`src/rtl/lpc_fwrd_target.sv`:
```
module lpc_fwrd_target #(
  parameter int          ADDR_W     = 28,
  parameter logic [3:0]  START_CODE = 4'b1101
) (
  input  logic              clk,
  input  logic              rst_n,
  input  logic              frame_n,
  input  logic [3:0]        lad_in,
  input  logic [3:0]        strap_id,
  output logic [3:0]        lad_out,
  output logic              lad_oe,
  output logic              mem_req,
  output logic [ADDR_W-1:0] mem_addr,
  input  logic [7:0]        mem_rdata
);
  localparam int NIB = ADDR_W / 4;
  localparam int CW  = (NIB > 1) ? $clog2(NIB) : 1;
  localparam logic [CW-1:0] LAST = CW'(NIB - 1);

  typedef enum logic [3:0] {
    S_IDLE, S_HDR, S_ADDR, S_SIZE, S_TARH, S_TART, S_SYNC, S_DLO, S_DHI, S_TARE
  } st_t;

  st_t              state;
  logic [3:0]       start_q;
  logic [CW-1:0]    cnt;
  logic [ADDR_W-1:0] addr_q;
  logic [7:0]       data_q;
  logic             req_q;

  always_ff @(posedge clk) begin
    if (!rst_n) begin
      state   <= S_IDLE;
      start_q <= '0;
      cnt     <= '0;
      addr_q  <= '0;
      data_q  <= '0;
      req_q   <= 1'b0;
    end else begin
      req_q <= 1'b0;
      if (!frame_n) begin
        state   <= S_HDR;
        start_q <= lad_in;
      end else begin
        case (state)
          S_HDR: begin
            cnt   <= '0;
            state <= (start_q == START_CODE && lad_in == strap_id) ? S_ADDR : S_IDLE;
          end
          S_ADDR: begin
            addr_q <= {addr_q[ADDR_W-5:0], lad_in};
            cnt    <= cnt + 1'b1;
            if (cnt == LAST) begin
              state <= S_SIZE;
              req_q <= 1'b1;
            end
          end
          S_SIZE:  state <= (lad_in == 4'b0000) ? S_TARH : S_IDLE;
          S_TARH: begin
            data_q <= mem_rdata;
            state  <= S_TART;
          end
          S_TART:  state <= S_SYNC;
          S_SYNC:  state <= S_DLO;
          S_DLO:   state <= S_DHI;
          S_DHI:   state <= S_TARE;
          default: state <= S_IDLE;
        endcase
      end
    end
  end

  assign mem_req  = req_q;
  assign mem_addr = addr_q;
  assign lad_oe   = state inside {S_TART, S_SYNC, S_DLO, S_DHI, S_TARE};

  always_comb begin
    case (state)
      S_TART, S_TARE: lad_out = 4'b1111;
      S_DLO:          lad_out = data_q[3:0];
      S_DHI:          lad_out = data_q[7:4];
      default:        lad_out = 4'b0000;
    endcase
  end
endmodule

```
`config.mk`:
```
export PLATFORM = sky130hd
export DESIGN_NAME = lpc_fwrd_target
export DESIGN_NICKNAME = d
export VERILOG_FILES = /design/src/rtl/lpc_fwrd_target.sv
export SDC_FILE = /design/constraint.sdc
export NUM_CORES = 1
export LEC_CHECK = 0
export BUFFER_PORTS_ARGS = -buffer_cell sky130_fd_sc_hd__buf_4
export CAP_MARGIN = 40
export CORE_MARGIN = 2
export CORE_UTILIZATION = 45
export DETAILED_ROUTE_END_ITERATION = 8
export GPL_ROUTABILITY_DRIVEN = 0
export PLACE_DENSITY_LB_ADDON = 0.2
export SYNTH_ARGS = -nofsm -noshare
export SYNTH_HDL_FRONTEND = slang
export SYNTH_SLANG_ARGS = --single-unit
export TNS_END_PERCENT = 20
```
`constraint.sdc`:
```
create_clock -name clk -period 3.3 [get_ports clk]
set_input_delay 0.825 -clock clk [delete_from_list [all_inputs] [get_ports clk]]
set_output_delay 0.825 -clock clk [all_outputs]
set_load 0.03 [all_outputs]
```
# Word-level counts from Yosys, hierarchy flattened
# Cells that the tools add are included.
[word_totals]
output_inout_bits = 34
input_bits = 19
wordCells = 40
regBits = 48
[op_classes]
n_eq_ne = 14
add_sub_neg = 1
muxes = 8
n_reduce_logical = 10
[ops]
columns = ["op", "n"]
rows = [
  ["one-hot mux 4 bit (8 select lines)", 1],
  ["== test 4 x 3 -> 1 bit (second input constant)", 4],
  ["== test 4 bit (second input constant)", 3],
  ["one-hot mux 4 bit (3 select lines)", 1],
  ["== test 4 x 2 -> 1 bit (second input constant)", 2],
  ["AND reduction 2 bit", 4],
  ["one-hot mux 3 bit (2 select lines)", 1],
  ["nonzero test 5 bit", 1],
  ["== test 4 x 1 -> 1 bit (second input constant)", 1],
  ["== test 4 bit", 1],
  ["logical NOT 4 bit", 1],
  ["2-to-1 mux 4 bit", 1],
  ["adder 3 x 1 -> 3 bit (second input constant)", 1],
  ["== test 3 bit (second input constant)", 1],
  ["2-to-1 mux 3 bit", 1],
  ["!= test 3 bit (second input constant)", 1],
  ["AND reduction 3 bit", 1],
  ["2-to-1 mux 1 bit", 2],
  ["2-to-1 mux 2 bit", 1],
  ["!= test 2 bit (second input constant)", 1],
  ["nonzero test 2 bit", 1],
  ["OR reduction 2 bit", 1],
  ["logical AND 1 bit", 1],
]

# Logic depth before layout (Yosys ltp)
# Gate-level depths: netlist of the first run.
[logic_depth]
depth_word = 5
ltp_mapped = 5
mapped_depth_nobuf = 5

# Least setup slack after synthesis of the first run
# No wires, ideal clock.
[synth_timing]
path_type = "reg-to-output"
start = "register state[3]"
end = "output port lad_out[0]"
stages_incl_launch_ff = 5
n_path_buf = 1
arrival_time_ps = 1423
path_slack_ps = 1052
t_required_ps = 2475
cell_sequence = "dfxtp_1 > buf_2 > nor2b_1 > a22oi_1 > o2bb2ai_1"
[synth_between]
elab_chain_cells = 3
word_cells_on_any_way = 6
classes_between = "4 x eq/ne; 1 x mux; 1 x reduce/logical"
[synth_lines]
columns = ["item", "line", "source"]
rows = [
  ["start: declaration", "24", "st_t state;"],
  ["start signal: assignment", "48", "state <= (start_q == START_CODE && lad_in == strap_id) ? S_ADDR : S_IDLE;"],
  ["start signal: assignment", "58", "S_SIZE: state <= (lad_in == 4'b0000) ? S_TARH : S_IDLE;"],
  ["== test 4 x 3 -> 1 bit or == test 4 bit (tied branches)", "78", "case (state)"],
  ["OR reduction 2 bit", "78", ""],
  ["one-hot mux 4 bit (3 select lines) *", "78", ""],
  ["end: declaration", "10", "output logic [3:0] lad_out,"],
]
# Every way passes the cells marked *; elsewhere a longest branch is shown, timed or not.

# Worst setup path in the final report of the first run
[layout_timing]
start = "register state[2]"
end = "output port lad_out[2]"
# Same word-level chain as after synthesis.

==> impl_results.md, run 1 <==
* Clock skew at around 0.0028 ns
* Main flop type after synthesis: sky130_fd_sc_hd__dfxtp_1
* Slew of the pin with the lowest slew margin at 0.873 ns
* Combined area of all synthesized cells at around 0.0022 mm^2
* CTS tree: done
* Sequential standard cell area at around 960 um^2
* Max Slew Vio Count at 0
* Number of hold buffers added after cts at 0
* Number of buffers inserted by post-CTS setup repair at 0
* Type of origin of the critical path: flip-flop
* Fillers at ~450
* Port Buffer Count at 52
* Ratio of total power to cell area at 416 mW/mm^2
* Area added between synthesis and finish at 24.5%
* Post-placement cell area at roughly 0.0026 mm^2
* Biggest fanout along the worst timing path at 13
* Wire length reported by the detailed router at between 4 and 5 mm
* CTS clock-pin slew for the worst setup and hold paths at 0.08 ns
* Critical Path RT at between 2 and 2.5 ns
* Antenna violations before repair at 0
* Antenna diode instance count at 0
* CORE AREA at 0.00472 mm^2
* Sinks on the clock net at 48
* Count of different cell masters after synthesis at 45
* Number of global-route vias before repair at 1,775
* Worst setup path class: flip-flop to output port
* Hold violation total from the final report at 0
* Total via count after detailed routing at 2,029
* Detailed Route Iter0 Violations at 197
* Max Root-Sink Buffers at 2
* Average size of a mapped cell at 8.49 um^2
* Portion of the post-synthesis area used by sequential elements at about 44%
* Mean routed wirelength per cell at 13.1 um
* Overflow left after global routing at 0
* Cell type with the largest total area after synthesis: sky130_fd_sc_hd__dfxtp_1
* Top area cells in the synthesized netlist: sky130_fd_sc_hd__dfxtp_1, sky130_fd_sc_hd__a21oi_1, sky130_fd_sc_hd__nand3_1
* Global-route usage over all layers at around a fifth
* Remaining routing DRC violations at 0
* Status: completed
* Accumulated negative setup slack at 0 ns
* Wire length of the first global-routing pass at 8.00 mm
* DR pass1 iterations at 4
* Insertion delay of the later-clocked pin in the worst-skew pair at 0.30 ns
* Top-count cell post-synth: sky130_fd_sc_hd__dfxtp_1
* Unrepaired setup endpoints after global routing: false
* Chip height at approximately 74 um
* Starting utilization of the core area at 46.8%
* Boundary Pins at 53
* Leakage power figure at 0.00108 uW
* Min Tclk post-route at 2.60 ns
* Max-capacitance violation count at 0
* Post-route design area at 0.00275 mm^2
* Nature of the critical path endpoint: output port
* Maximum number of pins on one net before global-route repair at 30
* Overall die area at 0.00548 mm^2
* Number of register bits inferred by synthesis at between 40 and 50
* Routed Antenna Nets at 0
* Worst min-delay path class: flip-flop to flip-flop
* Number of gates given a new drive strength after cts at 0
* Fin nets at 320
* Post-synth EDFFs at 0
* Clock root cell: sky130_fd_sc_hd__clkbuf_8
* Count of warnings emitted by yosys at 0
* Clock buffer count from CTS at 5
* Standard-cell rows at 25
* Worst ir drop on vdd at 0.236 mV
* Post-detailed-route via-to-cell ratio at 5.54
* Multi-input combinational cell area at 0.00113 mm^2
* Half-perimeter wire length after placement at ~3.1 mm
* Worst EP arrival at 1.78 ns
* Fmax achieved at 384 MHz
* Fraction of layout cells with a size suffix above 1 at around 23%
* Gate count of the mapped netlist at 260
* Headroom to the max-slew limit at 41.8%
* Post-synthesis net count at 281
* List of most frequent post-synthesis cells: sky130_fd_sc_hd__dfxtp_1, sky130_fd_sc_hd__a21oi_1, sky130_fd_sc_hd__nand3_1, sky130_fd_sc_hd__o21ai_0
* Area share of the leading cell type in the synthesized netlist at 43.5%
* Proportion of synthesized flip-flops having asynchronous set or reset at 0%
* Tcrit/Tclk final at 78.9%
* Number of failing setup endpoints in the final timing report at 0
* Width of the die at 74.1 um
* CTS H-Tree Depth at 2
==> metrics by stage <==
stage / hold slack, ns / setup WS (ns) / utilization [%] / total power [uW] / cells
4_1_cts: 0.483 / 0.702 / 58.2 / 1150 / 366
6_report: 0.480 / 0.697 / 58.2 / 1140 / 366
3_5_place_dp: 0.470 / 1.05 / 55.5 / 668 / 359
5_1_grt: 0.502 / 0.550 / 58.2 / 1180 / 366
2_1_floorplan: 0.463 / 1.05 / - / 637 / 260
3_3_place_gp: 0.468 / 1.04 / 55.0 / 665 / 357
==> critical path, stage by stage, from the launching register on <==
cell and delay (ns):
sky130_fd_sc_hd__dfxtp_1 0.61, sky130_fd_sc_hd__nor2b_1 0.31, sky130_fd_sc_hd__and2_1 0.23, sky130_fd_sc_hd__o2bb2ai_1 0.14, sky130_fd_sc_hd__buf_4 0.19
==> cell usage in the layout (no fill, tap or decap), drive strengths merged, types with 3 or more instances in the layout <==
master,netlist,layout
buf,13,57
dfxtp,48,48
a21oi,32,32
nand3,31,31
o21ai,30,30
o21a,9,9
and3,8,8
a21boi,8,8
nor2,7,7
nand2,6,6
nor2b,6,6
clkbuf,12,5
xor2,4,4
a22oi,4,4
o2bb2ai,4,4
mux2i,4,4
nand2b,3,3
a31oi,3,3
nor3,3,3
==> registers in the layout (all words and copies together) (netlist names) <==
register and flops:
cnt 3, state 4, mem_req 1, mem_addr 28, data_q 8, start_q 4
==> area by class of cell <==
cell class,instances,share of cell area (%)
clock buffer,5,2.50
clock inverter,2,2.18
inverter,3,0.410
timing repair buffer,57,15.8
multi-input combinational,184,41.1
tap,67,3.05
sequential,48,35.0
==> power by group <==
part | leakage, uW | total [uW] | internal, uW | switching, uW
Clock | 0.0000642 | 488 | 298 | 190
Sequential | 0.000387 | 587 | 582 | 5.34
Combinational | 0.000626 | 67.0 | 27.6 | 39.4
Total | 0.00108 | 1140 | 908 | 235
==> kinds of logic after synthesis <==
kind of cell / count (synthesis) / share of synthesized area (%)
adder cells (fa/ha/maj): 2 / 1.13
buffers and inverters: 28 / 5.78
AO/OA/AOI/OAI: 97 / 26.3
AND/OR/NAND/NOR: 76 / 19.5
multiplexers: 4 / 1.81
flip-flops: 48 / 43.5
XOR/XNOR: 5 / 1.98
==> worst paths after layout <==
check	from	endpoint	slack [ns]	cells after the start
worst max-delay path	state[2]$_SDFFE_PN0P_	lad_out[2]	0.70	4
worst max register to register	state[1]$_SDFFE_PN0P_	mem_addr[7]$_SDFFE_PN0P_	1.17	3
worst min-delay path	mem_addr[22]$_SDFFE_PN0P_	mem_addr[26]$_SDFFE_PN0P_	0.48	2
worst min register to register	mem_addr[22]$_SDFFE_PN0P_	mem_addr[26]$_SDFFE_PN0P_	0.48	2
==> per-layer routing <==
metal	GRT usage [%]	vias to the layer above	part of all wire, %
li1	-	1020	-
met1	25.8	955	49
met2	28.8	48	45
met3	5.28	6	5.0
met4	4.85	0	1.0
met5	0	-	0
Note: power is estimated with default switching activity, not from simulation.
==> run 2, diff against run 1 <==
==> constraint.sdc (replaced) <==
create_clock -name clk -period 2.6 [get_ports clk]
set_input_delay 0.65 -clock clk [delete_from_list [all_inputs] [get_ports clk]]
set_output_delay 0.65 -clock clk [all_outputs]
set_load 0.03 [all_outputs]
==> run 2 against run 1 <==
- global-route usage increased by 0.74 points
- register-to-register slack got worse by 0.37 ns
- critical endpoint is now lad_out[1]
- clock power increased by 8.8%
- routed wire length increased by 2.1%
- power increased by 19%
- combinational power increased by 33%
- highest routed layer unchanged
- via count decreased by 0.54%
==> impl_results.md, run 2 (same netlist as run 1, synthesis figures left out) <==
* Global-route usage over all layers at 19.4%
* Worst R2R Setup Slack at 0.80 ns
* Remaining routing DRC violations at 0
* Tcrit/Tclk final at between 90% and 100%
* Half-perimeter wire length after placement at 3.15 mm
* Fillers at 448
* Biggest fanout along the worst timing path at 13
* Clock skew at approximately 0.0047 ns
* Cell depth of the worst min-delay path at 2
* Wire length on met2 at 2.18 mm
* Worst setup path class: flip-flop to output port
* Worst min-delay path class: flip-flop to flip-flop
* Most used cells in the layout excluding fill and tap cells: sky130_fd_sc_hd__buf_4, sky130_fd_sc_hd__dfxtp_1, sky130_fd_sc_hd__a21oi_1
* Number of buffers inserted by post-CTS setup repair at 0
* Max Root-Sink Buffers at 2
* Area added between synthesis and finish at 24.5%
* Maximum number of pins on one net before global-route repair at 30
* CTS H-Tree Depth at 2
* Relative contribution of combinational cells to total power at 6.5%
* Worst EP arrival at 1.74 ns
* Most common cell after layout, fill and taps aside: sky130_fd_sc_hd__buf_4
* Status: completed
* Cells on worst reg2reg path at 4
* CORE AREA at roughly 0.0047 mm^2
* Unrepaired setup endpoints after global routing: false
* Post-placement cell area at 0.00264 mm^2
* Number of gates given a new drive strength after cts at 0
* Starting utilization of the core area at 46.8%
* Accumulated negative setup slack at 0 ns
* Critical Path Slowest Stage Cell: sky130_fd_sc_hd__dfxtp_1
* Routed Antenna Nets at 0
* Flip-flop count of the largest register, all copies and words added at 28
* Crit path largest cell delay at 0.61 ns
* Chip height at approximately 74 um
* Cell-internal power at 1060 uW
* Total via count after detailed routing at slightly above 2,000
* Hold Path End: mem_addr[21]$_SDFFE_PN0P_
* Post-detailed-route via-to-cell ratio at ~5.4
* Slew of the pin with the lowest slew margin at 0.558 ns
* Insertion delay of the later-clocked pin in the worst-skew pair at 0.30 ns
* Net switching component of the power at 303 uW
* Detailed Route Iter0 Violations at 235
* Wire length of the first global-routing pass at 8.36 mm
* Min Tclk post-route at 2.39 ns
* Wire length on met3 at 286 um
* CTS tree: done
* Max Slew Vio Count at 0
* Share of power burned in registers at 54.5%
* Worst ir drop on vdd at 0.258 mV
* Post-route design area at 0.00275 mm^2
* DR pass1 iterations at 4
* Mean routed wirelength per cell at roughly 13 um
* Boundary Pins at between 50 and 60
* Standard-cell rows at 25
* Critical Path RT at 1.95 ns
* Cell class contributing the biggest share of worst-path delay: flip-flops
* Sequence of cells on the critical path: nor2b_1 -> and2_1 -> o2bb2ai_1 -> buf_4
* Top layer in use: met4
* Crit path buf inv count at 1
* Number of hold buffers added after cts at 0
* Ratio of total power to cell area at 495 mW/mm^2
* Net Sw Frac at 22.2%
* CTS clock-pin slew for the worst setup and hold paths at around 0.08 ns
* Timing startpoint of the critical path: state[2]$_SDFFE_PN0P_
* Fin nets at 324
* Fmax achieved at 419 MHz
* Hold Path Origin: mem_addr[17]$_SDFFE_PN0P_
* Clock network fraction of design power at between 30% and 40%
* Clock root cell: sky130_fd_sc_hd__clkbuf_8
* Overall die area at 0.00548 mm^2
* Antenna violations before repair at 0
* Headroom to the max-slew limit at around 63%
* Met1 Wirelength at 2.37 mm
* Clock buffer count from CTS at 5
* Fraction of layout cells with a size suffix above 1 at approximately a quarter
* Port Buffer Count at 52
* Antenna diode instance count at 0
* Number of failing setup endpoints in the final timing report at 0
* Max-capacitance violation count at 0
* Width of the die at 74.1 um
* Overflow left after global routing at 0
* Wire length reported by the detailed router at 4.90 mm
* Sinks on the clock net at between 40 and 50
* Number of global-route vias before repair at about 1,900
* Nature of the critical path endpoint: output port
* Reg2reg end: mem_addr[26]$_SDFFE_PN0P_
* Type of origin of the critical path: flip-flop
* Hold violation total from the final report at 0
* Critical Path Stages at 4
* Leakage power figure at 0.00109 uW
* RR Startpoint: state[1]$_SDFFE_PN0P_
run 2: cell count changes in the layout (fill, tap and decap cells not counted):
cell / previous run / this run
sky130_fd_sc_hd__buf_8: 1 / 0
sky130_fd_sc_hd__clkbuf_1: 0 / 1
sky130_fd_sc_hd__bufinv_16: 2 / 1
sky130_fd_sc_hd__clkinv_2: 0 / 1
sky130_fd_sc_hd__buf_4: 56 / 61
run 2: how the worst max path moves through the flow:
stage          slack [ns]          to
6_report             0.21  lad_out[1]
3_5_place_dp         0.57  lad_out[1]
3_3_place_gp         0.61  lad_out[1]
2_1_floorplan        0.53  lad_out[0]
5_1_grt              0.05  lad_out[1]
4_1_cts              0.22  lad_out[1]
run 2: area by class of cell:
class / instances / area (um^2) / area share (%)
multi-input cells: 184 / 1130 / 41.0
flip-flops and latches: 48 / 961 / 34.9
repair buffers: 61 / 458 / 16.7
well taps: 67 / 83.8 / 3.05
clock buffers: 6 / 72.6 / 2.64
clock inverters: 2 / 35.0 / 1.27
inverters: 3 / 11.3 / 0.409
run 2: power groups by stage:
stage | combinational, uW | sequential (uW) | clock, uW
finish | 89.1 | 742 | 531
global route | 98.6 | 743 | 572
CTS | 89.7 | 742 | 545
detailed placement | 89.4 | 760 | 0
global placement | 89.3 | 760 | 0
floorplan | 49.9 | 758 | 0
run 2: layer usage:
metal | GRT usage [%] | vias up
li1 | - | 1023
met1 | 27.2 | 932
met2 | 29.1 | 56
met3 | 5.28 | 7
met4 | 6.06 | 0
met5 | 0 | -
run 2: per-stage QoR:
stage / setup WS (ns) / hold slack, ns / std cells / utilization (%) / power [uW]
2_1_floorplan: 0.527 / 0.463 / 260 / - / 808
3_3_place_gp: 0.608 / 0.465 / 363 / 55.9 / 849
3_5_place_dp: 0.571 / 0.466 / 363 / 55.9 / 849
4_1_cts: 0.221 / 0.479 / 371 / 58.2 / 1380
5_1_grt: 0.0543 / 0.512 / 371 / 58.2 / 1410
6_report: 0.211 / 0.481 / 371 / 58.2 / 1360
run 2: tightest hold or removal path, stage by stage, from the launching register on:
cell and delay, ns:
sky130_fd_sc_hd__dfxtp_1 0.32, sky130_fd_sc_hd__nand3_1 0.06, sky130_fd_sc_hd__a21oi_1 0.05
